## config.mk

```make
export PLATFORM = sky130hd
export DESIGN_NAME = tr_stage_queue
export DESIGN_NICKNAME = d
export VERILOG_FILES = /design/src/rtl/tsq_pkg.sv /design/src/rtl/tsq_prog_slot.sv /design/src/rtl/tsq_dst_queue.sv /design/src/rtl/tsq_wr_tracker.sv /design/src/rtl/tr_stage_queue.sv
export SDC_FILE = /design/constraint.sdc
export NUM_CORES = 1
export LEC_CHECK = 0
export ABC_AREA = 1
export CAP_MARGIN = 20
export CORE_MARGIN = 3
export CORE_UTILIZATION = 41
export CTS_BUF_LIST = sky130_fd_sc_hd__clkbuf_4
export DETAILED_ROUTE_END_ITERATION = 12
export PLACE_DENSITY_LB_ADDON = 0.15
export SLEW_MARGIN = 20
export SYNTH_ARGS = -nofsm -noshare
export SYNTH_HDL_FRONTEND = slang
export SYNTH_SLANG_ARGS = --single-unit
```

## constraint.sdc

```tcl
create_clock -name clk -period 2.3 [get_ports clk]
set_input_delay 0.345 -clock clk [delete_from_list [all_inputs] [get_ports clk]]
set_output_delay 0.345 -clock clk [all_outputs]
set_load 0.01 [all_outputs]
```

## src/rtl/tsq_pkg.sv

```systemverilog
package tsq_pkg;

  localparam int STATUS_W = 32;

  // Packs the status fields into the fixed word layout.
  function automatic logic [STATUS_W-1:0] pack_status(
    input logic       busy,
    input logic       src,
    input logic       pend,
    input logic [2:0] occ,
    input logic [1:0] ptr
  );
    logic [STATUS_W-1:0] s;
    s        = '0;
    s[0]     = busy;
    s[1]     = src;
    s[2]     = pend;
    s[6:4]   = occ;
    s[8]     = 1'b1;
    s[12:11] = ptr;
    return s;
  endfunction

  // Queue admission rule: an empty queue always accepts, a partly filled
  // queue accepts only while the source engine is idle, a full one never.
  function automatic logic may_enter(
    input logic empty,
    input logic full,
    input logic src_busy
  );
    return empty | (~full & ~src_busy);
  endfunction

endpackage

```

## src/rtl/tsq_prog_slot.sv

```systemverilog
module tsq_prog_slot (
  input  logic clk,
  input  logic rst_n,
  input  logic wr_i,
  input  logic move_i,
  output logic busy_o,
  output logic accept_o,
  output logic overrun_o
);

  logic busy_q;
  logic ovr_q;
  logic reject;

  assign accept_o = wr_i & ~busy_q;
  assign reject   = wr_i & busy_q;

  always_ff @(posedge clk or negedge rst_n) begin
    if (!rst_n) begin
      busy_q <= 1'b0;
      ovr_q  <= 1'b0;
    end else begin
      ovr_q <= reject;
      if (accept_o)    busy_q <= 1'b1;
      else if (move_i) busy_q <= 1'b0;
    end
  end

  assign busy_o    = busy_q;
  assign overrun_o = ovr_q;

  p_move_from_busy_r7: assert property (@(posedge clk) disable iff (!rst_n)
    move_i |-> busy_q);
  p_busy_clear_r7: assert property (@(posedge clk) disable iff (!rst_n)
    move_i |=> !busy_o);
  p_busy_set_r7: assert property (@(posedge clk) disable iff (!rst_n)
    accept_o |=> busy_o);
  p_overrun_cause_r10: assert property (@(posedge clk) disable iff (!rst_n)
    overrun_o |-> $past(wr_i));
  p_ignored_write_r10: assert property (@(posedge clk) disable iff (!rst_n)
    (wr_i && busy_q && !move_i) |=> busy_o);

endmodule

```

## src/rtl/tsq_dst_queue.sv

```systemverilog
module tsq_dst_queue #(
  parameter int DEPTH = 4,
  localparam int PTR_W = (DEPTH > 1) ? $clog2(DEPTH) : 1,
  localparam int OCC_W = $clog2(DEPTH + 1)
) (
  input  logic             clk,
  input  logic             rst_n,
  input  logic             push_i,
  input  logic             done_i,
  output logic [OCC_W-1:0] occ_o,
  output logic [PTR_W-1:0] ptr_o,
  output logic             empty_o,
  output logic             full_o,
  output logic             retire_o
);

  logic [OCC_W-1:0] occ_q;
  logic [PTR_W-1:0] ptr_q;

  assign empty_o  = (occ_q == '0);
  assign full_o   = (occ_q == OCC_W'(DEPTH));
  assign retire_o = done_i & ~empty_o;

  always_ff @(posedge clk or negedge rst_n) begin
    if (!rst_n) begin
      occ_q <= '0;
      ptr_q <= '0;
    end else begin
      if (push_i && !retire_o)      occ_q <= occ_q + 1'b1;
      else if (!push_i && retire_o) occ_q <= occ_q - 1'b1;
      if (retire_o) begin
        if (ptr_q == PTR_W'(DEPTH - 1)) ptr_q <= '0;
        else                            ptr_q <= ptr_q + 1'b1;
      end
    end
  end

  assign occ_o = occ_q;
  assign ptr_o = ptr_q;

  p_occ_range_r1: assert property (@(posedge clk) disable iff (!rst_n)
    occ_o <= OCC_W'(DEPTH));
  p_push_room_r4: assert property (@(posedge clk) disable iff (!rst_n)
    push_i |-> !full_o);
  p_empty_done_r5: assert property (@(posedge clk) disable iff (!rst_n)
    (done_i && empty_o && !push_i) |=> (occ_o == '0));
  p_ptr_step_r6: assert property (@(posedge clk) disable iff (!rst_n)
    retire_o |=> (ptr_o != $past(ptr_o)));
  p_ptr_hold_r6: assert property (@(posedge clk) disable iff (!rst_n)
    !retire_o |=> $stable(ptr_o));

endmodule

```

## src/rtl/tsq_wr_tracker.sv

```systemverilog
module tsq_wr_tracker #(
  parameter int CNT_W = 3
) (
  input  logic clk,
  input  logic rst_n,
  input  logic issue_i,
  input  logic resp_i,
  output logic pending_o
);

  localparam logic [CNT_W-1:0] CNT_MAX = '1;

  logic [CNT_W-1:0] cnt_q;
  logic             inc;
  logic             dec;

  assign inc = issue_i & ~resp_i & (cnt_q != CNT_MAX);
  assign dec = resp_i & ~issue_i & (cnt_q != '0);

  always_ff @(posedge clk or negedge rst_n) begin
    if (!rst_n)   cnt_q <= '0;
    else if (inc) cnt_q <= cnt_q + 1'b1;
    else if (dec) cnt_q <= cnt_q - 1'b1;
  end

  assign pending_o = (cnt_q != '0);

  p_same_cycle_hold_r8: assert property (@(posedge clk) disable iff (!rst_n)
    (issue_i && resp_i) |=> $stable(cnt_q));
  p_issue_pends_r8: assert property (@(posedge clk) disable iff (!rst_n)
    (issue_i && !resp_i) |=> pending_o);
  p_idle_resp_r8: assert property (@(posedge clk) disable iff (!rst_n)
    (!pending_o && resp_i && !issue_i) |=> !pending_o);

endmodule

```

## src/rtl/tr_stage_queue.sv

```systemverilog
module tr_stage_queue #(
  parameter int DEPTH = 4,
  parameter int CNT_W = 3,
  localparam int PTR_W = (DEPTH > 1) ? $clog2(DEPTH) : 1,
  localparam int OCC_W = $clog2(DEPTH + 1)
) (
  input  logic        clk,
  input  logic        rst_n,
  input  logic        tr_wr_i,
  input  logic        src_busy_i,
  input  logic        head_done_i,
  input  logic        wr_issue_i,
  input  logic        wr_resp_i,
  output logic [31:0] status_o,
  output logic        overrun_o
);
  import tsq_pkg::*;

  logic             prog_busy;
  logic             prog_accept;
  logic             move;
  logic [OCC_W-1:0] occ;
  logic [PTR_W-1:0] head_ptr;
  logic             q_empty;
  logic             q_full;
  logic             retire;
  logic             wr_pending;

  assign move = prog_busy & may_enter(q_empty, q_full, src_busy_i);

  tsq_prog_slot u_slot (
    .clk       (clk),
    .rst_n     (rst_n),
    .wr_i      (tr_wr_i),
    .move_i    (move),
    .busy_o    (prog_busy),
    .accept_o  (prog_accept),
    .overrun_o (overrun_o)
  );

  tsq_dst_queue #(.DEPTH(DEPTH)) u_queue (
    .clk      (clk),
    .rst_n    (rst_n),
    .push_i   (move),
    .done_i   (head_done_i),
    .occ_o    (occ),
    .ptr_o    (head_ptr),
    .empty_o  (q_empty),
    .full_o   (q_full),
    .retire_o (retire)
  );

  tsq_wr_tracker #(.CNT_W(CNT_W)) u_wtrk (
    .clk       (clk),
    .rst_n     (rst_n),
    .issue_i   (wr_issue_i),
    .resp_i    (wr_resp_i),
    .pending_o (wr_pending)
  );

  assign status_o = pack_status(prog_busy, src_busy_i, wr_pending,
                                3'(occ), 2'(head_ptr));

  p_empty_moves_r2: assert property (@(posedge clk) disable iff (!rst_n)
    (prog_busy && q_empty) |-> move);
  p_busy_src_blocks_r3: assert property (@(posedge clk) disable iff (!rst_n)
    (prog_busy && !q_empty && src_busy_i) |=> prog_busy);
  p_full_blocks_r4: assert property (@(posedge clk) disable iff (!rst_n)
    (prog_busy && q_full) |=> prog_busy);
  p_const_bit_r9: assert property (@(posedge clk) disable iff (!rst_n)
    status_o[8] && (status_o[31:13] == '0) && (status_o[10:9] == '0));
  p_accept_exclusive_r10: assert property (@(posedge clk) disable iff (!rst_n)
    !(prog_accept && move));

endmodule

```

==> out/metrics.cfg, run 1 <==
[timing]
fin_crit_sh_pct = 81.37
hold_ws_ps = 405.9
hold_viol_final = 0
drv_slew = 0
rsz0062_at_grt = false
fin_worst_skew_ps = 4.749
finalSetupViolations = 0
timing.final.ws_setup_ps = 428.4
period_needed_ps = 1872
fmax_ghz = 0.5343
fin_setup_tns_ps = 0

[worst_setup_path]
worst_path_max_delay_cell = dfrtp_1
timing.critical_path.mode_cell = inv_1
path_max_fanout = 5
timing.reg2reg.worst_path_depth = 9
crit_type = reg -> reg
ff2ff_setup_slack_ps = 430
reg2reg_to = u_queue.occ_o[2]$_DFFE_PN0P_
worstPathRequired_ps = 2430
path_cells = nor2_2 > inv_1 > o21ai_4 > ha_1 > inv_1 > fa_1 > nand2_1 > nand3_1 > xnor2_1
cp-start-kind = flip-flop
arrival_ps = 2010
worst_setup_path_end_kind = flip-flop
reg2reg_from = u_queue.occ_o[1]$_DFFE_PN0P_
slowest_delay_ps = 430

[power]
leakagePower_nw = 0.4724
peakVddDrop_v = 0.0006209
p_total_mw = 1.078
power_density_nw_per_um2 = 1243

[placed_design]
place_ws_ps = 289.8
port_buffers = 15
hpwl_um = 952.6
place_inst = 133
gp_congestion = 0.6975
dpl_cell_area_sq_um = 844.6

[global_route]
grt_util_all_layers_pct = 9.669
busiest_layer = met2
overflow = 0
grt_use_met2_pct = 13.22
met1_usage_pct = 12.50
antenna_found_initial = 0
grt_max_degree = 11
grt_pass1_wl_mm = 1.773
grtUsageMet3_pct = 3.323
first_global_vias = 428

[cells_and_area]
drive_gt1_share_pct = 9.910
finalInstanceArea_sq_um = 867.1
syn_to_final_growth_pct = 10.70
num-nets-final = 124
fillers = 187
ff_latch_area_sq_um = 250.2
multi_input_area_sq_um = 364.1
instances_no_fill = 136
antenna_cells = 0
mostFrequentLayoutCells = conb_1 (24), nand2_1 (20), clkdlybuf4s50_1 (15)
final_core_util_pct = 49.15
layout.cells.most_common = conb_1

[floorplanning]
fp.dieH_um = 49.71
die_w_um = 49.71
ioPinCount = 40
rows = 15
start_util_pct = 44.40
core_sq_um = 1764
dieArea_sq_um = 2471

[drt]
ant_nets = 0
first_iter_violations = 6
dr.pass1.iters = 4
num_vias = 525
routedWlPerCell_um = 8.213
via_per_inst = 3.860
wl_mm = 1.117
drc = 0

[synth]
syn_area_per_cell_sq_um = 7.992
netlist_instances = 98
synth.distinct_cells = 15
synth_area_sq_um = 783.3
ys_warn_count = 0
ys_ff_latch = 10
yosysSeqAreaShare_pct = 31.95

[clocking]
cts.clk_slew.worst_paths_ps = 60
post_cts_buffers = 0
htree_levels = 1
root_buffer = clkbuf_4
clockBufferDepth = 2
clk_latency_ps = 250
cts_hold_buffers = 0
clock_sinks = 10
cts_buffers = 3
cts.repair.resized = 0
cts_tree = yes

[min_path]
min_path_type = in -> async

[status]
status = completed

[run]
max_cap_viol_count = 0

-- power by group --
part	internal (mW)	leakage, nW	switching, mW
sequential	0.267	0.121	0.108
clock	0.0599	0.0138	0.0506
combinational	0.299	0.338	0.293
-- routing by layer --
| layer | part of all wire (%) | vias up |
|---|---|---|
| met4 | 1.3 | 0 |
| li1 | - | 267 |
| met3 | 6.1 | 2 |
| met1 | 44 | 240 |
| met5 | 0 | - |
| met2 | 48 | 16 |
-- Yosys cell counts --
library cell | count | share of area (%)
ha_1 | 2 | 3.2
or2_2 | 1 | 0.80
conb_1 | 2 | 0.96
fa_1 | 2 | 5.1
nand2_2 | 4 | 3.2
nor2_2 | 2 | 1.6
nor2_1 | 3 | 1.4
inv_1 | 13 | 6.2
xnor2_1 | 2 | 2.2
o21ai_4 | 1 | 2.1
o21ai_0 | 3 | 1.9
buf_4 | 27 | 26
nand3_1 | 6 | 3.8
nand2_1 | 20 | 9.6
dfrtp_1 | 10 | 32
-- kinds of logic after synthesis --
kind of cell    share of synthesized area [%]
buf+inv                                 32.11
simple gates                            20.45
flops                                   31.95
compound gates                          3.994
fa+ha+maj                               8.306
xor+xnor                                2.237
other cells                            0.9588
-- critical path: cells and delay by family (launching register included) --
family | cells | cell delay (ps)
fa+ha+maj | 2 | 570
flops | 1 | 430
simple gates | 3 | 290
xor+xnor | 1 | 130
compound gates | 1 | 180
buf+inv | 2 | 140
-- final cells by class --
class                      count  area share (%)
clock buffer                   3           2.597
inverter                      13           5.628
sequential                    10           28.86
tap                           25           3.608
multi-input combinational     70           41.99
timing repair buffer          15           17.32
-- state kept, by name (all words and copies together), names as in the netlist --
signal            flops
u_queue.occ_o         3
u_wtrk.cnt_q          3
u_queue.ptr_o         2
u_slot.busy_o         1
u_slot.overrun_o      1
-- worst max path at each step --
stage | slack [ps] | to | from
6_report | 430 | u_queue.occ_o[2]$_DFFE_PN0P_ | u_queue.occ_o[1]$_DFFE_PN0P_
5_1_grt | 250 | u_queue.occ_o[2]$_DFFE_PN0P_ | u_queue.occ_o[1]$_DFFE_PN0P_
4_1_cts | 410 | u_queue.occ_o[2]$_DFFE_PN0P_ | u_queue.occ_o[1]$_DFFE_PN0P_
3_5_place_dp | 290 | u_queue.occ_o[2]$_DFFE_PN0P_ | src_busy_i
3_3_place_gp | 310 | u_queue.occ_o[2]$_DFFE_PN0P_ | src_busy_i
2_1_floorplan | 490 | u_queue.occ_o[2]$_DFFE_PN0P_ | u_queue.occ_o[1]$_DFFE_PN0P_
No activity file was read; power rests on OpenSTA's default activity.
==> inputs of run 2 (changes only) <==
--- a/config.mk
+++ b/config.mk
@@ -8,7 +8,7 @@
 export ABC_AREA = 1
 export CAP_MARGIN = 20
 export CORE_MARGIN = 3
-export CORE_UTILIZATION = 41
+export CORE_UTILIZATION = 37
 export CTS_BUF_LIST = sky130_fd_sc_hd__clkbuf_4
 export DETAILED_ROUTE_END_ITERATION = 12
 export PLACE_DENSITY_LB_ADDON = 0.15
==> constraint.sdc (replaced) <==
create_clock -name clk -period 1.7 [get_ports clk]
set_input_delay 0.255 -clock clk [delete_from_list [all_inputs] [get_ports clk]]
set_output_delay 0.255 -clock clk [all_outputs]
set_load 0.01 [all_outputs]
==> run 2 against run 1 <==
Compared with the run above:
- the flow now finishes with violations (setup timing)
- sequential power increased by 31%
- register-to-register slack got worse by 540 ps
- largest cell class unchanged
- clock skew increased by 2.2 ps
- fmax increased by 3.3%
- wire length increased by 26%
- critical path type unchanged
- die area increased by 9.5%
==> out/metrics.cfg, run 2 (same netlist as run 1, synthesis figures left out) <==
[status]
status = complete, but fails checks
violations = setup timing

[drt]
via_per_inst = 3.718  ; -3.7%
wl_mm = 1.408  ; +26%
routedWlPerCell_um = 9.026  ; +9.9%
num_vias = 580  ; +10%
ant_nets = 0  ; unchanged
drc = 0  ; unchanged
dr.pass1.iters = 3  ; -1
first_iter_violations = 6  ; unchanged

[global_route]
grt_pass1_wl_mm = 2.159  ; +22%
grt_util_all_layers_pct = 11.04  ; +1.4 points
grt_max_degree = 11  ; unchanged
first_global_vias = 545  ; +27%
overflow = 0  ; unchanged
antenna_found_initial = 0  ; unchanged

[cells_and_area]
finalInstanceArea_sq_um = 1027  ; +18%
fillers = 198  ; +5.9%
antenna_cells = 0  ; unchanged
mostFrequentLayoutCells = conb_1 (24), nand2_1 (18), buf_4 (18)
layout.cells.most_common = conb_1
final_core_util_pct = 51.83  ; +2.7 points
drive_gt1_share_pct = 29.46  ; +20 points
num-nets-final = 142  ; +15%
syn_to_final_growth_pct = 31.15
multi_input_area_sq_um = 384.1  ; +5.5%
ff_latch_area_sq_um = 252.7  ; +1.0%

[worst_setup_path]
worstPathRequired_ps = 1890  ; -540 ps
worst_setup_path_end_kind = flip-flop
timing.reg2reg.worst_path_depth = 12  ; +3
cp-start-kind = flip-flop
reg2reg_from = u_queue.occ_o[0]$_DFFE_PN0P_
arrival_ps = 2000  ; about the same
path_max_fanout = 2  ; -3
crit_type = reg -> reg
reg2reg_to = u_queue.occ_o[2]$_DFFE_PN0P_
ff2ff_setup_slack_ps = -110  ; -540 ps

[power]
p_sw_share_pct = 40.33  ; -1.5 points
p_switching_uw = 723.3  ; +60%
clkPwrFrac_pct = 9.0  ; -1.3 points
p_total_mw = 1.794  ; +66%
power_frac_seq_pct = 27.3  ; -7.5 points
internal_power_mw = 1.070  ; +71%
pwr-share-comb_pct = 63.7  ; +8.7 points
peakVddDrop_v = 0.0008851  ; +43%
leakagePower_nw = 0.5538  ; +17%
power_density_nw_per_um2 = 1746  ; +40%

[timing]
timing.final.ws_setup_ps = -111.9  ; -540.3 ps
period_needed_ps = 1812  ; -59.70 ps
fin_worst_skew_ps = 6.980  ; +2.232 ps
finalSetupViolations = 3  ; +3
fin_setup_tns_ps = -188.2  ; -188.2 ps
fmax_ghz = 0.5519  ; +3.3%
hold_viol_final = 0  ; unchanged
fin_crit_sh_pct = 106.6  ; +25 points
rsz0062_at_grt = true
drv_slew = 0  ; unchanged

[floorplanning]
rows = 16  ; +1
fp.dieH_um = 52.01  ; +4.6%
start_util_pct = 39.52  ; -4.9 points
core_sq_um = 1982  ; +12%
ioPinCount = 40  ; unchanged
die_w_um = 52.01  ; +4.6%
dieArea_sq_um = 2705  ; +9.5%

[clocking]
cts_buffers = 3  ; unchanged
htree_levels = 1  ; unchanged
cts.clk_slew.worst_paths_ps = 70  ; about the same
clockBufferDepth = 2  ; unchanged
root_buffer = clkbuf_4
clock_sinks = 10  ; unchanged
clk_latency_ps = 270  ; +20 ps
cts_tree = yes
cts_hold_buffers = 0  ; unchanged

[run]
max_cap_viol_count = 0  ; unchanged

[placed_design]
hpwl_mm = 1.029  ; +8.0%
port_buffers = 15  ; unchanged
gp_congestion = 0.7071  ; +1.4%
dpl_cell_area_sq_um = 914.6  ; +8.3%

[min_path]
min_path_type = in -> async

-- run 2: cell type report --
cell class,instances,share of cell area [%]
clock buffer,3,2.192
inverter,13,4.750
multi-input combinational,70,37.39
sequential,10,24.60
tap,27,3.289
timing repair buffer,33,27.77
-- run 2: how the worst max path moves through the flow --
stage / startpoint / cells after the start / end
CTS: u_queue.occ_o[1]$_DFFE_PN0P_ / 12 / u_queue.occ_o[2]$_DFFE_PN0P_
floorplan: u_queue.occ_o[0]$_DFFE_PN0P_ / 11 / u_queue.occ_o[2]$_DFFE_PN0P_
global route: u_queue.occ_o[0]$_DFFE_PN0P_ / 12 / u_queue.occ_o[2]$_DFFE_PN0P_
detailed placement: src_busy_i / 10 / u_queue.occ_o[2]$_DFFE_PN0P_
finish: u_queue.occ_o[0]$_DFFE_PN0P_ / 12 / u_queue.occ_o[2]$_DFFE_PN0P_
global placement: src_busy_i / 10 / u_queue.occ_o[2]$_DFFE_PN0P_
-- run 2: power by group through the flow --
stage / Combinational [mW] / Sequential (mW) / Clock [mW]
global placement: 0.954 / 0.483 / 0
global route: 1.29 / 0.511 / 0.183
CTS: 1.10 / 0.492 / 0.168
floorplan: 0.590 / 0.529 / 0
finish: 1.14 / 0.490 / 0.161
detailed placement: 0.970 / 0.485 / 0
-- run 2: stage by stage --
| stage | hold WS, ps | instances | worst slack, ps |
|---|---|---|---|
| 2_1_floorplan | -40.59 | 120 | -66.37 |
| 3_3_place_gp | 479.8 | 143 | -187.8 |
| 3_5_place_dp | 484.0 | 143 | -230.4 |
| 4_1_cts | 332.6 | 154 | -82.35 |
| 5_1_grt | 347.0 | 156 | -226.0 |
| 6_report | 310.8 | 156 | -111.9 |
-- run 2: timing repair --
action,CTS,global route
buffers inserted,8,2
gates resized for setup,6,0
gates cloned,0,0
pin swaps,3,3
setup endpoints to repair,2,3
-- run 2: worst max-delay path, stage by stage, from the launching register on --
cell and delay, ps:
dfrtp_2 420, nor2_4 130, inv_2 60, nand2_2 60, nand2_1 50, nor2_1 100, ha_2 210, inv_2 50
fa_2 340, inv_1 70, nand2_1 70, nand3_2 80, xnor2_1 110
-- run 2: per-layer routing --
| layer | vias up | share of wire [%] | global-route usage [%] |
|---|---|---|---|
| li1 | 304 | - | - |
| met1 | 257 | 42 | 12.16 |
| met2 | 17 | 52 | 19.04 |
| met3 | 2 | 5.0 | 2.579 |
| met4 | 0 | 1.6 | 6.550 |
| met5 | - | 0 | 0 |
